--- src/rtl/xlat_resp_pkg.sv ---
package xlat_resp_pkg;
  typedef enum logic [1:0] {
    RESP_NONE  = 2'd0,
    RESP_ABORT = 2'd1,
    RESP_RETRY = 2'd2
  } resp_e;

  typedef struct packed {
    logic hit;
    logic wp;
    logic berr;
    logic mod;
    logic ci;
  } atc_res_t;
endpackage

--- src/rtl/xlat_resp_eval.sv ---
module xlat_resp_eval
  import xlat_resp_pkg::*;
(
  input  atc_res_t res_i,
  input  logic     rd_i,
  input  logic     rmc_i,
  input  logic     lvl_viol_i,
  output resp_e    resp_o
);
  logic eff_wr;
  assign eff_wr = !rd_i || rmc_i;

  always_comb begin
    if (!res_i.hit || (eff_wr && !res_i.mod)) resp_o = RESP_RETRY;
    else if (res_i.berr)                      resp_o = RESP_ABORT;
    else if (res_i.wp && eff_wr)              resp_o = RESP_ABORT;
    else if (lvl_viol_i)                      resp_o = RESP_ABORT;
    else                                      resp_o = RESP_NONE;
  end
endmodule

--- src/rtl/xlat_resp_hold.sv ---
module xlat_resp_hold
  import xlat_resp_pkg::*;
(
  input  logic  clk_i,
  input  logic  rst_ni,
  input  logic  las_i,
  input  resp_e resp_i,
  input  logic  ci_i,
  output logic  berr_o,
  output logic  halt_o,
  output logic  ci_o
);
  logic  act_q;
  resp_e resp_q;
  logic  ci_q;

  always_ff @(posedge clk_i or negedge rst_ni) begin
    if (!rst_ni) begin
      act_q  <= 1'b0;
      resp_q <= RESP_NONE;
      ci_q   <= 1'b0;
    end else if (!las_i) begin
      act_q  <= 1'b0;
      resp_q <= RESP_NONE;
      ci_q   <= 1'b0;
    end else if (!act_q) begin
      act_q  <= 1'b1;
      resp_q <= resp_i;
      ci_q   <= ci_i;
    end
  end

  assign berr_o = (resp_q != RESP_NONE);
  assign halt_o = (resp_q == RESP_RETRY);
  assign ci_o   = ci_q;
endmodule

--- src/rtl/xlat_cli_gen.sv ---
module xlat_cli_gen (
  input  logic clk_i,
  input  logic rst_ni,
  input  logic cfg_i,
  input  logic walk_i,
  input  logic entry_ci_i,
  output logic cli_o
);
  logic cfg_q;
  logic walk_q;

  // configuration sampled only while reset is held
  always_ff @(posedge clk_i) begin
    if (!rst_ni) cfg_q <= cfg_i;
  end

  always_ff @(posedge clk_i or negedge rst_ni) begin
    if (!rst_ni) walk_q <= 1'b0;
    else         walk_q <= walk_i && cfg_q;
  end

  assign cli_o = walk_q || entry_ci_i;
endmodule

--- src/rtl/xlat_arb_lock.sv ---
module xlat_arb_lock (
  input  logic clk_i,
  input  logic rst_ni,
  input  logic rmc_i,
  input  logic phys_start_i,
  output logic hold_o
);
  logic hold_q;

  always_ff @(posedge clk_i or negedge rst_ni) begin
    if (!rst_ni)     hold_q <= 1'b0;
    else if (hold_q) hold_q <= rmc_i;
    else             hold_q <= rmc_i && phys_start_i;
  end

  assign hold_o = hold_q;
endmodule

--- src/rtl/xlat_resp_ctl.sv ---
module xlat_resp_ctl
  import xlat_resp_pkg::*;
(
  input  logic clk_i,
  input  logic rst_ni,
  input  logic cfg_walk_cli_i,
  input  logic las_i,
  input  logic rd_i,
  input  logic rmc_i,
  input  logic hit_i,
  input  logic wp_i,
  input  logic berr_bit_i,
  input  logic mod_i,
  input  logic ci_i,
  input  logic lvl_viol_i,
  input  logic walk_i,
  input  logic phys_start_i,
  output logic berr_o,
  output logic halt_o,
  output logic cli_o,
  output logic arb_hold_o
);
  atc_res_t res;
  resp_e    resp;
  logic     entry_ci;

  assign res = '{hit: hit_i, wp: wp_i, berr: berr_bit_i, mod: mod_i, ci: ci_i};

  xlat_resp_eval u_eval (
    .res_i      (res),
    .rd_i       (rd_i),
    .rmc_i      (rmc_i),
    .lvl_viol_i (lvl_viol_i),
    .resp_o     (resp)
  );

  xlat_resp_hold u_hold (
    .clk_i  (clk_i),
    .rst_ni (rst_ni),
    .las_i  (las_i),
    .resp_i (resp),
    .ci_i   (res.hit && res.ci),
    .berr_o (berr_o),
    .halt_o (halt_o),
    .ci_o   (entry_ci)
  );

  xlat_cli_gen u_cli (
    .clk_i      (clk_i),
    .rst_ni     (rst_ni),
    .cfg_i      (cfg_walk_cli_i),
    .walk_i     (walk_i),
    .entry_ci_i (entry_ci),
    .cli_o      (cli_o)
  );

  xlat_arb_lock u_arb (
    .clk_i        (clk_i),
    .rst_ni       (rst_ni),
    .rmc_i        (rmc_i),
    .phys_start_i (phys_start_i),
    .hold_o       (arb_hold_o)
  );
endmodule

--- config.mk ---
export PLATFORM = sky130hd
export DESIGN_NAME = xlat_resp_ctl
export DESIGN_NICKNAME = d
export VERILOG_FILES = /design/src/rtl/xlat_resp_pkg.sv /design/src/rtl/xlat_resp_eval.sv /design/src/rtl/xlat_resp_hold.sv /design/src/rtl/xlat_cli_gen.sv /design/src/rtl/xlat_arb_lock.sv /design/src/rtl/xlat_resp_ctl.sv
export SDC_FILE = /design/constraint.sdc
export NUM_CORES = 1
export LEC_CHECK = 0
export BUFFER_PORTS_ARGS = -buffer_cell sky130_fd_sc_hd__buf_2
export CELL_PAD_IN_SITES_DETAIL_PLACEMENT = 0
export CELL_PAD_IN_SITES_GLOBAL_PLACEMENT = 1
export CORE_AREA = 10 10 47 49
export DETAILED_ROUTE_END_ITERATION = 10
export DIE_AREA = 0 0 57 59
export PLACE_DENSITY = 0.6
export SYNTH_ARGS = -nofsm -noshare
export SYNTH_HDL_FRONTEND = slang
export SYNTH_SLANG_ARGS = --single-unit
--- constraint.sdc ---
create_clock -name clk_i -period 1.05 [get_ports clk_i]
set_input_delay 0.105 -clock clk_i [delete_from_list [all_inputs] [get_ports clk_i]]
set_output_delay 0.105 -clock clk_i [all_outputs]
set_load 0.05 [all_outputs]
Word level (Yosys, flattened, before mapping):

Index checks and enable logic that the tools add are counted.

* $lt $le $gt $ge: 0
* equal/unequal tests: 2
* bitwise gates (word level): 0
* $mul: 0
* shift-type cells: 0
* mux-type cells: 10
* add/sub/neg operators: 0
* reduce and logical (&&, ||, !) cells: 12
* div/mod/pow operators: 0

Operator list (count)
* $mux 2: 5
* $logic_and 1x1->1: 5
* $mux 1: 5
* $logic_not 1->1: 3
* $logic_or 1x1->1: 3
* $eq 2x2->1 const B: 1
* $ne 2x2->1 const B: 1
* $reduce_bool 2->1: 1

* memories: 0
* bits in latches: 0
* output and inout port bits: 4
* bits of input ports: 14
* memory bits (read-only): 0
* register bits: 7
* RAM bits: 0

Longest topological paths before layout:

Gate-level depths: netlist of the first run.

* depth in word-level cells: 8
* mapped depth: 3
* gate-level depth less buffers: 3

Modules after synthesis:

A second synthesis of the first run with hierarchy kept.

* cells, all modules: 25
* area total of the unflattened synthesis: 320.3 um2

Modules (own cells, without submodules)
* xlat_resp_hold: instances 1, cells an instance 12, area an instance 161.4 um2, sequential area each 100.1 um2
* xlat_cli_gen: instances 1, cells an instance 5, area an instance 71.3 um2, sequential area each 55.1 um2
* xlat_resp_eval: instances 1, cells an instance 5, area an instance 48.8 um2, sequential area each 0.0 um2
* xlat_arb_lock: instances 1, cells an instance 2, area an instance 32.5 um2, sequential area each 25.0 um2
* xlat_resp_ctl: instances 1, cells an instance 1, area an instance 6.3 um2, sequential area each 0.0 um2

Worst setup path before layout of the first run:

Ideal clock, no wire load.

* kind: register to output
* start: register u_hold.resp_q[0]
* end: output port halt_o
* slack: -138 ps
* path buffers: 0
* cell stages (with the launch flop): 2
* arrival: 1083 ps
* path through: dfrtp_1 -> nor2b_1

* word-level cells in the longest chain between the ends: 1

RTL lines
* from (decl): RTL line xlat_resp_hold.sv:14 `resp_e resp_q;`
* from (signal assigned): RTL line xlat_resp_hold.sv:28 `resp_q <= resp_i;`
* $eq 2x2->1: RTL line xlat_resp_hold.sv:34 `assign halt_o = (resp_q == RESP_RETRY);`
* to (decl): RTL line xlat_resp_ctl.sv:19 `output logic halt_o,`

No other way between the ends.

Final worst setup path of the first run:

* start: register u_hold.resp_q[0]
* end: output port berr_o

* word-level cells in the longest chain between the ends: 1

RTL lines
* $reduce_bool 2->1: RTL line xlat_resp_hold.sv:33 `assign berr_o = (resp_q != RESP_NONE);`
* to (decl): RTL line xlat_resp_ctl.sv:18 `output logic berr_o,`

No other way between the ends.

==> results.rst, run 1 <==
.. list-table::
   :header-rows: 1

   * - Metric
     - Value
   * - Arrival time at the worst endpoint
     - a little over 1 ns
   * - Synth Area in Compound Gates
     - 0.134
   * - Dominant combinational cell family by area after synthesis
     - simple AND/OR/NAND/NOR gates
   * - Number of max-slew violations in the final report
     - 0
   * - Clock Path Buffers
     - 2
   * - Final hold vios
     - 0
   * - Total inserted antenna cells
     - 0
   * - Top layer in use
     - met3
   * - Maximum clock rate
     - around 900 MHz
   * - Per-cell routed wire length
     - 11.1 um
   * - Synthesized instance count
     - 26
   * - Die extent in x
     - approximately 57 um
   * - ANT nets after route
     - 0
   * - Layout Area Growth over Synthesis
     - 71.1%
   * - Hold Startpoint
     - cfg_walk_cli_i
   * - Worst Slack Setup Final
     - -0.0844 ns
   * - Class of the tightest hold or removal check
     - in2reg
   * - First DRT Iteration DRCs
     - 2
   * - Unrepaired setup endpoints after global routing
     - yes
   * - Most common flop cell mapped by yosys
     - dfrtp_1
   * - Simple-gate share of the synthesized area
     - 0.238
   * - Number of iterations in the first detailed-routing pass
     - 2
   * - Reg-to-reg slack, setup
     - 0.06 ns
   * - Shortest period the worst path allows
     - about 1.1 ns
   * - Routed met2 length
     - 360 um
   * - Pin count of the biggest net entering global routing
     - 8
   * - Outcome
     - complete, but fails checks
   * - Vias
     - ~280
   * - Fraction of final layout cells with drive strength greater than 1
     - 0.538
   * - Power density cells
     - about 1400 mW/mm^2
   * - Detailed placement HPWL
     - between 600 and 700 um
   * - Cts bufs inserted
     - 3
   * - Yosys Warn Count
     - 0
   * - Worst path cell trace
     - or2_4 > buf_8
   * - Top cells by area in the synthesized netlist
     - dfrtp_1 (50%), edfxtp_1 (10%), nor2b_1 (6.3%)
   * - Clock tree from TritonCTS
     - done
   * - Classification of the worst setup path
     - reg2out
   * - Number of filler cells placed in the layout
     - roughly 160
   * - Combined flip-flop and latch cell area
     - 180 um^2
   * - Detailed-routing wirelength on met1
     - about 300 um
   * - Worst Max-Slew Pin Slew
     - ~0.25 ns
   * - Most instantiated cells after synthesis
     - dfrtp_1 (6), nor2b_1 (3)
   * - GR Overflow Total
     - 0
   * - Final Instance Area
     - 512 um^2
   * - Worst reg2reg startpoint
     - u_hold.act_q
   * - Remaining DRCs
     - 0
   * - IO Port Bufs
     - 17
   * - Global-route wire length before repair
     - 1.26 mm
   * - Number of rows created at floorplan
     - 14
   * - Fraction of the mapped netlist area in adder cells
     - 0
   * - Yosys cell types
     - 15
   * - Via count of the first global-routing pass
     - 337
   * - Post-Synthesis Cell Area
     - roughly 300 um^2
   * - Area inside the core boundary
     - ~0.0014 mm^2
   * - Clock transition at the registers of the reported paths
     - ~0.05 ns
   * - Worst Reg2Reg Path Length in Cells
     - 3
   * - Library cell with the highest instance count after synthesis
     - dfrtp_1
   * - Share of cell area taken by muxes after synthesis
     - 0
   * - Clock Skew
     - roughly 0.0024 ns
   * - Pre-CTS setup slack
     - between 0.05 and 0.06 ns
   * - Clk_lat worst skew
     - 0.24 ns
   * - Final cycle utilization of the critical path
     - 1.08
   * - Clock root buffer master
     - clkbuf_4
   * - Detailed Route WL
     - roughly 750 um
   * - Total of max-cap violations
     - 0
   * - Sum of met3 wire segment lengths after detailed routing
     - roughly 92 um
   * - Critical Path Max Stage Delay
     - roughly 0.40 ns
   * - Share of synthesized flip-flops with an asynchronous set or reset
     - 0.857
   * - Capture point of the worst reg-to-reg path
     - u_hold.resp_q[0]
   * - Number of antenna violations at the first check in global routing
     - 0
   * - Worst hold path endpoint
     - u_cli.cfg_q
   * - Top-level I/O count
     - 18
   * - Number of flops mapped to enable cells by yosys
     - 1
   * - Net count of the mapped netlist
     - 40
   * - Placed cell areas
     - roughly 410 um^2
   * - Final setup violation count
     - 2
   * - Height of the die
     - between 50 and 60 um
   * - XOR/XNOR share of the synthesized area
     - 0
   * - Final design utilization
     - 0.365
   * - Detail-routed via count per cell
     - 4.06
   * - Critical-path top delay cell
     - dfrtp_1
   * - Clock net sink count
     - 7
   * - Initial Util
     - 0.213
   * - Post-synth top area cell
     - dfrtp_1
   * - Area used by multi-input combinational logic
     - ~120 um^2
   * - Violated checks
     - negative setup slack
   * - Number of nets in the layout
     - between 60 and 70
   * - Relative slew slack
     - 0.832
   * - Level count of the clock H-tree
     - 1
   * - Depth of the worst hold-timing path
     - 1
   * - Gr usage total
     - 0.0482
   * - Die area
     - ~0.0034 mm^2
   * - Synthesized area per cell
     - 11.5 um^2
   * - Routability Congestion
     - approximately 0.64
   * - Portion of synthesized cell area occupied by the leading cell type
     - 0.502
   * - Post-synthesis sequential area ratio
     - 0.603
   * - Type of destination of the critical path
     - output port
   * - Req. time, crit path
     - 0.94 ns
   * - Max rail drop VDD
     - slightly above 0.5 mV
   * - Flops & latches, synth
     - 7
   * - Kind of start point of the critical path
     - flip-flop
   * - Static Leak
     - 0.253 nW
   * - Max FO, Critical Path
     - 3
==> placed cells by master, fill, tap and decap left out, drive strengths merged <==
cell type and n:
a211oi 1, a21oi 1, a221oi 1, and2 1
and3 1, buf 20, clkbuf 4, dfrtp 6
dlygate4sd3 2, edfxtp 1, inv 2, nand2 2
nand2b 2, nand3b 1, nor2b 3, o21a 1
o21ai 1, or2 2
==> repair_timing <==
item	CTS	global route
pin swaps	1	0
setup buffers	1	1
hold buffers	2	0
endpoints found under the setup margin	3	4
gates resized for setup	10	1
hold endpoints to repair	7	0
==> flip-flops by register name, indices dropped and copies added (netlist names) <==
name,count
u_hold.ci_o,1
u_hold.act_q,1
u_hold.resp_q,2
u_cli.cfg_q,1
u_arb.hold_o,1
u_cli.walk_q,1
==> cell type report <==
| class | instances | area share |
|---|---|---|
| timing repair buffer | 22 | 0.301 |
| tap | 16 | 0.0391 |
| multi-input combinational | 17 | 0.242 |
| clock buffer | 4 | 0.0513 |
| sequential | 7 | 0.352 |
| inverter | 2 | 0.0147 |
==> worst max-delay path by stage <==
stage                     startpoint  slack (ns)  endpoint  cells past startpoint
detailed placement  u_hold.resp_q[0]        0.06    berr_o                      2
floorplan           u_hold.resp_q[0]        0.11    halt_o                      1
global placement    u_hold.resp_q[0]        0.07    berr_o                      2
finish              u_hold.resp_q[0]       -0.08    berr_o                      2
CTS                 u_hold.resp_q[1]       -0.09    berr_o                      2
global route        u_hold.resp_q[1]       -0.14    berr_o                      2
==> power breakdown <==
part	total (mW)	internal (mW)	switching [mW]
combinational	0.165	0.0807	0.0847
clock	0.235	0.144	0.0903
sequential	0.301	0.292	0.00895
==> critical path: cells and delay by family, from the launching register on <==
family / cells / cell delay (ns)
simple gates: 1 / 0.24
buf+inv: 1 / 0.15
flops: 1 / 0.40
==> cells by family (layout without fill, tap and decap cells) <==
family | count (synthesis) | count (layout)
compound gates | 5 | 5
buf+inv | 2 | 28
flops | 7 | 7
simple gates | 12 | 12
==> stage by stage <==
step	power (mW)	TNS, ns	hold slack, ns	cells
after floorplan	0.383	0	-0.191	26
after global placement	0.433	0	-0.0534	60
after detailed placement	0.434	0	-0.0536	60
after CTS	0.707	-0.157	0.0348	67
after global routing	0.753	-0.286	0.0245	68
final	0.701	-0.140	0.0394	68
==> metal layers <==
layer | global-route usage | up-vias
met4 | 0.0302 | 0
met3 | 0.0343 | 0
met1 | 0.0445 | 126
met5 | 0 | -
met2 | 0.0760 | 11
li1 | - | 139
Power figures use the tool's default switching activity.
==> run 2, diff against run 1 <==
CAP_MARGIN = 0   (was unset)
clock period = 1.4 ns   (was 1.05 ns; I/O delays follow)
==> run 2 against run 1 <==
The flow now finishes without violations. Non-clock buffer count shrank 4. Worst hold slack worse by 0.0060 ns. Sequential cell count unchanged. Die area stayed put. Register-to-register slack better by 0.34 ns. Sequential share of layout area is 5.7 points higher. Critical endpoint unchanged.
==> results.rst, run 2 (same netlist as run 1, synthesis figures left out) <==
.. list-table::
   :header-rows: 1

   * - Metric
     - Value
   * - Vias
     - 260 (-5.8%)
   * - Resize count post-CTS
     - 0 (-10)
   * - Worst Max-Slew Pin Slew
     - 0.268 ns (+0.0144 ns)
   * - Outcome
     - completed
   * - First DRT Iteration DRCs
     - 4 (+2)
   * - Final hold vios
     - 0 (unchanged)
   * - IO Port Bufs
     - 17 (unchanged)
   * - Fin Setup TNS
     - 0 ns (+0.140 ns)
   * - Top-level I/O count
     - 18 (unchanged)
   * - Number of rows created at floorplan
     - 14 (unchanged)
   * - Reg with most FFs
     - u_hold.resp_q
   * - Final Instance Area
     - 440 um^2 (-14%)
   * - Clock Skew
     - 0.00182 ns (-0.000566 ns)
   * - ANT nets after route
     - 0 (unchanged)
   * - Routability Congestion
     - 0.702 (+9.0%)
   * - Critical Path Max Stage Delay
     - 0.40 ns (about the same)
   * - Max rail drop VDD
     - 0.421 mV (-17%)
   * - Total inserted antenna cells
     - 0 (unchanged)
   * - Die extent in x
     - 57 um (unchanged)
   * - Remaining DRCs
     - 0 (unchanged)
   * - Global routing usage on met1
     - 0.0434 (-0.00115)
   * - Total of max-cap violations
     - 0 (unchanged)
   * - Number of iterations in the first detailed-routing pass
     - 3 (+1)
   * - Arrival time at the worst endpoint
     - 1.12 ns (+0.09 ns)
   * - Clock tree from TritonCTS
     - done
   * - Final design utilization
     - 0.314 (-0.0509)
   * - Placed cell areas
     - 404 um^2 (-2.4%)
   * - Detail-routed via count per cell
     - 4.06 (about the same)
   * - Portion of total power attributed to sequential cells
     - 0.453 (+0.024)
   * - Final setup violation count
     - 0 (-2)
   * - P_int
     - 0.363 mW (-30%)
   * - Switching power as a share of total power
     - 0.269 (+0.00672)
   * - Clock root buffer master
     - clkbuf_4
   * - Highest-utilization routing layer at the global route stage
     - met2
   * - Initial Util
     - 0.213 (unchanged)
   * - Layout Area Growth over Synthesis
     - 47.3%
   * - Critical-path top delay cell
     - dfrtp_1
   * - Req. time, crit path
     - 1.26 ns (+0.32 ns)
   * - Gr usage total
     - 0.0460 (-0.00215)
   * - Detailed Route WL
     - 689 um (-8.5%)
   * - Met3 Usage GRT
     - 0.0300 (-0.00429)
   * - Final cycle utilization of the critical path
     - 0.903
   * - Relative slew slack
     - 0.820 (-0.0118)
   * - Area inside the core boundary
     - 0.00140 mm^2 (unchanged)
   * - Per-cell routed wire length
     - 10.8 um (-2.8%)
   * - Met2 capacity usage during global routing
     - 0.0682 (-0.00775)
   * - Kind of start point of the critical path
     - flip-flop
   * - Flip-flop count of the largest register, all copies and words added
     - 2 (unchanged)
   * - Via count of the first global-routing pass
     - 307 (-8.9%)
   * - Unrepaired setup endpoints after global routing
     - no
   * - Cts bufs inserted
     - 3 (unchanged)
   * - Net switching power
     - 0.134 mW (-27%)
   * - Number of nets in the layout
     - 63 (-6.0%)
   * - Commonest cells after routing, fill and taps aside
     - buf_2 (17), dfrtp_1 (6), nor2b_1 (3), clkbuf_4 (3)
   * - Maximum clock rate
     - roughly 790 MHz
   * - GR Overflow Total
     - 0 (unchanged)
   * - Height of the die
     - 59 um (unchanged)
   * - Type of destination of the critical path
     - output port
   * - Clock transition at the registers of the reported paths
     - 0.05 ns (about the same)
   * - Hold Buf Count CTS
     - 1 (-1)
   * - Clock Path Buffers
     - 2 (unchanged)
   * - Classification of the worst setup path
     - reg2out
   * - Share of power burned in combinational logic
     - 0.187 (-0.049)
   * - Class of the tightest hold or removal check
     - in2reg
   * - Static Leak
     - 0.226 nW (-11%)
   * - Die area
     - 0.00336 mm^2 (unchanged)
   * - Pin count of the biggest net entering global routing
     - 8 (unchanged)
   * - Number of antenna violations at the first check in global routing
     - 0 (unchanged)
   * - Level count of the clock H-tree
     - 1 (unchanged)
   * - Shortest period the worst path allows
     - approximately 1.3 ns
   * - Clk_lat worst skew
     - 0.25 ns (about the same)
   * - Global-route wire length before repair
     - 1.21 mm (-3.8%)
   * - Power density cells
     - 1130 mW/mm^2 (-18%)
   * - Worst path cell trace
     - or2_2 > buf_2
   * - Max FO, Critical Path
     - 4 (+1)
   * - Share of total power in the clock network
     - 0.360 (+0.025)
   * - Fraction of final layout cells with drive strength greater than 1
     - 0.479 (-0.0593)
   * - Clock net sink count
     - 7 (unchanged)
   * - Number of setup buffers added after CTS
     - 0 (-1)
   * - Number of max-slew violations in the final report
     - 0 (unchanged)
   * - Most common library cell in the layout ignoring fill and taps
     - buf_2
## run 2: changes by cell type in the layout (fill, tap and decap cells not counted), sizes merged
| cell | delta |
|---|---|
| dlygate4sd3 | -1 |
| buf | -3 |
## run 2: routing by layer
| metal | part of all wire | wire length, um |
|---|---|---|
| met5 | 0 | 0 |
| met4 | 0 | 0 |
| met3 | 0.10 | 71 |
| met2 | 0.51 | 353 |
| met1 | 0.38 | 263 |
## run 2: per-stage QoR
step                      setup WS, ns  std cells  hold WS, ns  power (mW)
after detailed placement         0.392         59      -0.0197       0.322
after floorplan                  0.177         26       -0.156       0.286
after global routing            0.0777         64       0.0223       0.531
after CTS                        0.114         64       0.0228       0.511
final                            0.136         64       0.0335       0.497
after global placement           0.390         59      -0.0178       0.322
## run 2: critical path: cells and delay by family (launching register included)
family	cells	cell delay [ns]
simple gates	1	0.27
buf+inv	1	0.21
flops	1	0.40
## run 2: worst paths after layout
kind / startpoint / depth (start not counted) / slack, ns / end
setup reg to reg: u_hold.act_q / 3 / 0.40 / u_hold.resp_q[0]
min in group asynchronous: rst_ni / 2 / 0.25 / u_arb.hold_o
hold reg to reg: u_cli.cfg_q / 1 / 0.44 / u_cli.walk_q
setup / recovery: u_hold.resp_q[0] / 2 / 0.14 / berr_o
max in group asynchronous: rst_ni / 2 / 1.00 / u_cli.walk_q
hold / removal: las_i / 1 / 0.03 / u_hold.act_q
## run 2: final cells by class
cell class / instances / area [um^2]
multi-input cells: 17 / 111
well taps: 16 / 20.0
repair buffers: 18 / 95.1
fillers: 162 / 961
inverters: 2 / 7.51
clock buffers: 4 / 26.3
flip-flops and latches: 7 / 180
## run 2: power by group through the flow
stage          clock (mW)  sequential, mW  combinational (mW)
2_1_floorplan           0           0.234              0.0516
3_3_place_gp            0           0.229              0.0928
3_5_place_dp            0           0.229              0.0929
4_1_cts             0.191           0.225              0.0951
5_1_grt             0.202           0.227               0.101
6_report            0.179           0.225              0.0929
==> run 3, diff against run 2 <==
PLACE_DENSITY = unset   (was 0.6)
PLACE_DENSITY_LB_ADDON = 0.1   (was unset)
==> run 3 against run 2 <==
Final cell count stayed put. Sequential share of layout area unchanged. Worst setup slack improved by 0.0032 ns. Register-to-register slack barely moved. Fmax grew 0.26%. Clock power fell by 4%. Largest cell class unchanged. Largest power group unchanged.
==> results.rst, run 3 (same netlist as run 1, synthesis figures left out) <==
.. list-table::
   :header-rows: 1

   * - Metric
     - Value
   * - Worst Max-Slew Pin Slew
     - 0.272 ns (+0.00405 ns)
   * - Resize count post-CTS
     - 0 (unchanged)
   * - Flip-flop count of the largest register, all copies and words added
     - 2 (unchanged)
   * - Class of the tightest hold or removal check
     - in2reg
   * - Clock tree from TritonCTS
     - done
   * - Pre-CTS setup slack
     - 0.387 ns (-0.00510 ns)
   * - Remaining DRCs
     - 0 (unchanged)
   * - GR Overflow Total
     - 0 (unchanged)
   * - Gr usage total
     - 0.0508 (+0.00480)
   * - Fin Setup TNS
     - 0 ns (unchanged)
   * - Kind of start point of the critical path
     - flip-flop
   * - Placed cell areas
     - 404 um^2 (unchanged)
   * - Clock Path Buffers
     - 2 (unchanged)
   * - Hold Startpoint
     - las_i
   * - Maximum clock rate
     - 793 MHz (+0.26%)
   * - Clock transition at the registers of the reported paths
     - 0.05 ns (about the same)
   * - Pin count of the biggest net entering global routing
     - 8 (unchanged)
   * - Most common library cell in the layout ignoring fill and taps
     - buf_2
   * - Max FO, Critical Path
     - 4 (unchanged)
   * - Number of iterations in the first detailed-routing pass
     - 1 (-2)
   * - Total inserted antenna cells
     - 0 (unchanged)
   * - Layout Area Growth over Synthesis
     - 47.3% (unchanged)
   * - Max rail drop VDD
     - 0.540 mV (+28%)
   * - Clock root buffer master
     - clkbuf_4
   * - Die area
     - 0.00336 mm^2 (unchanged)
   * - Type of destination of the critical path
     - output port
   * - Final Instance Area
     - 440 um^2 (unchanged)
   * - Static Leak
     - 0.226 nW (unchanged)
   * - Finished Layout Cells
     - 64 (unchanged)
   * - Power density cells
     - 1110 mW/mm^2 (-1.2%)
   * - Number of max-slew violations in the final report
     - 0 (unchanged)
   * - Global-route wire length before repair
     - 1.36 mm (+12%)
   * - Critical-path top delay cell
     - dfrtp_1
   * - Detail-routed via count per cell
     - 4.23 (+4.2%)
   * - Shortest period the worst path allows
     - 1.26 ns (-0.00322 ns)
   * - Critical Path Max Stage Delay
     - 0.40 ns (about the same)
   * - Outcome
     - completed
   * - Initial Util
     - 0.213 (unchanged)
   * - Final setup violation count
     - 0 (unchanged)
   * - Arrival time at the worst endpoint
     - 1.12 ns (about the same)
   * - Worst path cell trace
     - or2_2 > buf_2
   * - Final hold vios
     - 0 (unchanged)
   * - Height of the die
     - 59 um (unchanged)
   * - Reg-to-reg slack, setup
     - 0.39 ns (about the same)
   * - Total of max-cap violations
     - 0 (unchanged)
   * - Detailed placement HPWL
     - ~620 um
   * - Post-Place Cells
     - 59 (unchanged)
   * - Die extent in x
     - 57 um (unchanged)
   * - Capture point of the worst reg-to-reg path
     - u_hold.resp_q[0]
   * - Number of nets in the layout
     - 63 (unchanged)
   * - Worst Reg2Reg Path Length in Cells
     - 3 (unchanged)
   * - Clock Skew
     - 0.000755 ns (-0.00106 ns)
   * - Combined flip-flop and latch cell area
     - 180 um^2 (unchanged)
   * - Commonest cells after routing, fill and taps aside
     - buf_2 (17), dfrtp_1 (6), nor2b_1 (3), clkbuf_4 (3)
   * - Routability Congestion
     - 0.625 (-11%)
   * - Via count of the first global-routing pass
     - 328 (+6.8%)
   * - Worst Slack Setup Final
     - 0.139 ns (+0.00322 ns)
   * - IO Port Bufs
     - 17 (unchanged)
   * - First DRT Iteration DRCs
     - 0 (-4)
   * - Per-cell routed wire length
     - 11.5 um (+6.5%)
   * - Clk_lat worst skew
     - 0.24 ns (about the same)
   * - Worst reg2reg startpoint
     - u_hold.act_q
   * - Area used by multi-input combinational logic
     - 111 um^2 (unchanged)
   * - Reg with most FFs
     - u_hold.resp_q
   * - Final cycle utilization of the critical path
     - 0.901 (-0.00230)
   * - Classification of the worst setup path
     - reg2out
   * - Top-level I/O count
     - 18 (unchanged)
   * - Area inside the core boundary
     - 0.00140 mm^2 (unchanged)
   * - Req. time, crit path
     - 1.26 ns (about the same)
   * - Clock net sink count
     - 7 (unchanged)
   * - Unrepaired setup endpoints after global routing
     - no
   * - Detailed Route WL
     - 734 um (+6.5%)
   * - Number of filler cells placed in the layout
     - 160 (-1.2%)
   * - Number of antenna violations at the first check in global routing
     - 0 (unchanged)
   * - Worst hold path endpoint
     - u_hold.act_q
   * - Cts bufs inserted
     - 3 (unchanged)
   * - Vias
     - 271 (+4.2%)
   * - Relative slew slack
     - 0.818 (-0.00272)
   * - Level count of the clock H-tree
     - 1 (unchanged)
   * - Number of rows created at floorplan
     - 14 (unchanged)
   * - ANT nets after route
     - 0 (unchanged)
   * - Fraction of final layout cells with drive strength greater than 1
     - 0.479 (unchanged)
   * - Depth of the worst hold-timing path
     - 1 (unchanged)
   * - Post-route worst hold slack
     - 0.0270 ns (-0.00649 ns)
==> run 3: cell counts in the layout (fill, tap and decap cells not counted) <==
No cell type changed its count.
==> run 3: through the flow <==
step           power [mW]  utilization
2_1_floorplan       0.286            -
3_3_place_gp        0.321        0.288
3_5_place_dp        0.322        0.288
4_1_cts             0.508        0.314
5_1_grt             0.526        0.314
6_report            0.491        0.314
==> run 3: layer usage <==
| metal | track usage | part of all wire | up-vias |
|---|---|---|---|
| li1 | - | - | 132 |
| met1 | 0.0434 | 0.35 | 126 |
| met2 | 0.0837 | 0.52 | 13 |
| met3 | 0.0515 | 0.13 | 0 |
| met4 | 0.0101 | 0 | 0 |
| met5 | 0 | 0 | - |
==> run 3: worst max path at each step <==
stage                startpoint     end  slack [ns]  cells past startpoint
6_report       u_hold.resp_q[0]  berr_o        0.14                      2
5_1_grt             u_hold.ci_o   cli_o        0.09                      2
4_1_cts        u_hold.resp_q[0]  berr_o        0.11                      2
3_5_place_dp   u_hold.resp_q[0]  berr_o        0.39                      2
3_3_place_gp   u_hold.resp_q[0]  berr_o        0.40                      2
2_1_floorplan  u_hold.resp_q[0]  halt_o        0.18                      1
==> run 3: final cells by class <==
| cell class | count | share of cell area |
|---|---|---|
| Multi-Input combinational cell | 17 | 0.253 |
| Sequential cell | 7 | 0.409 |
| Timing Repair Buffer | 18 | 0.216 |
| Inverter | 2 | 0.0170 |
| Clock buffer | 4 | 0.0597 |
| Tap cell | 16 | 0.0455 |
==> run 3: critical path: cells and delay by family, from the launching register on <==
kind          cells  cell delay [ns]
buf+inv           1             0.21
simple gates      1             0.27
flops             1             0.40
==> run 3: what timing repair did <==
action,4_1_cts,5_1_grt
hold buffers,1,0
hold endpoints to repair,6,0
buffers inserted,0,0
setup endpoints to repair,0,0
==> run 3: power by group <==
group / switching, mW / total [mW] / leakage, nW / internal, mW
combinational: 0.0570 / 0.0928 / 0.124 / 0.0358
sequential: 0.00671 / 0.226 / 0.0869 / 0.219
clock: 0.0642 / 0.172 / 0.0150 / 0.108
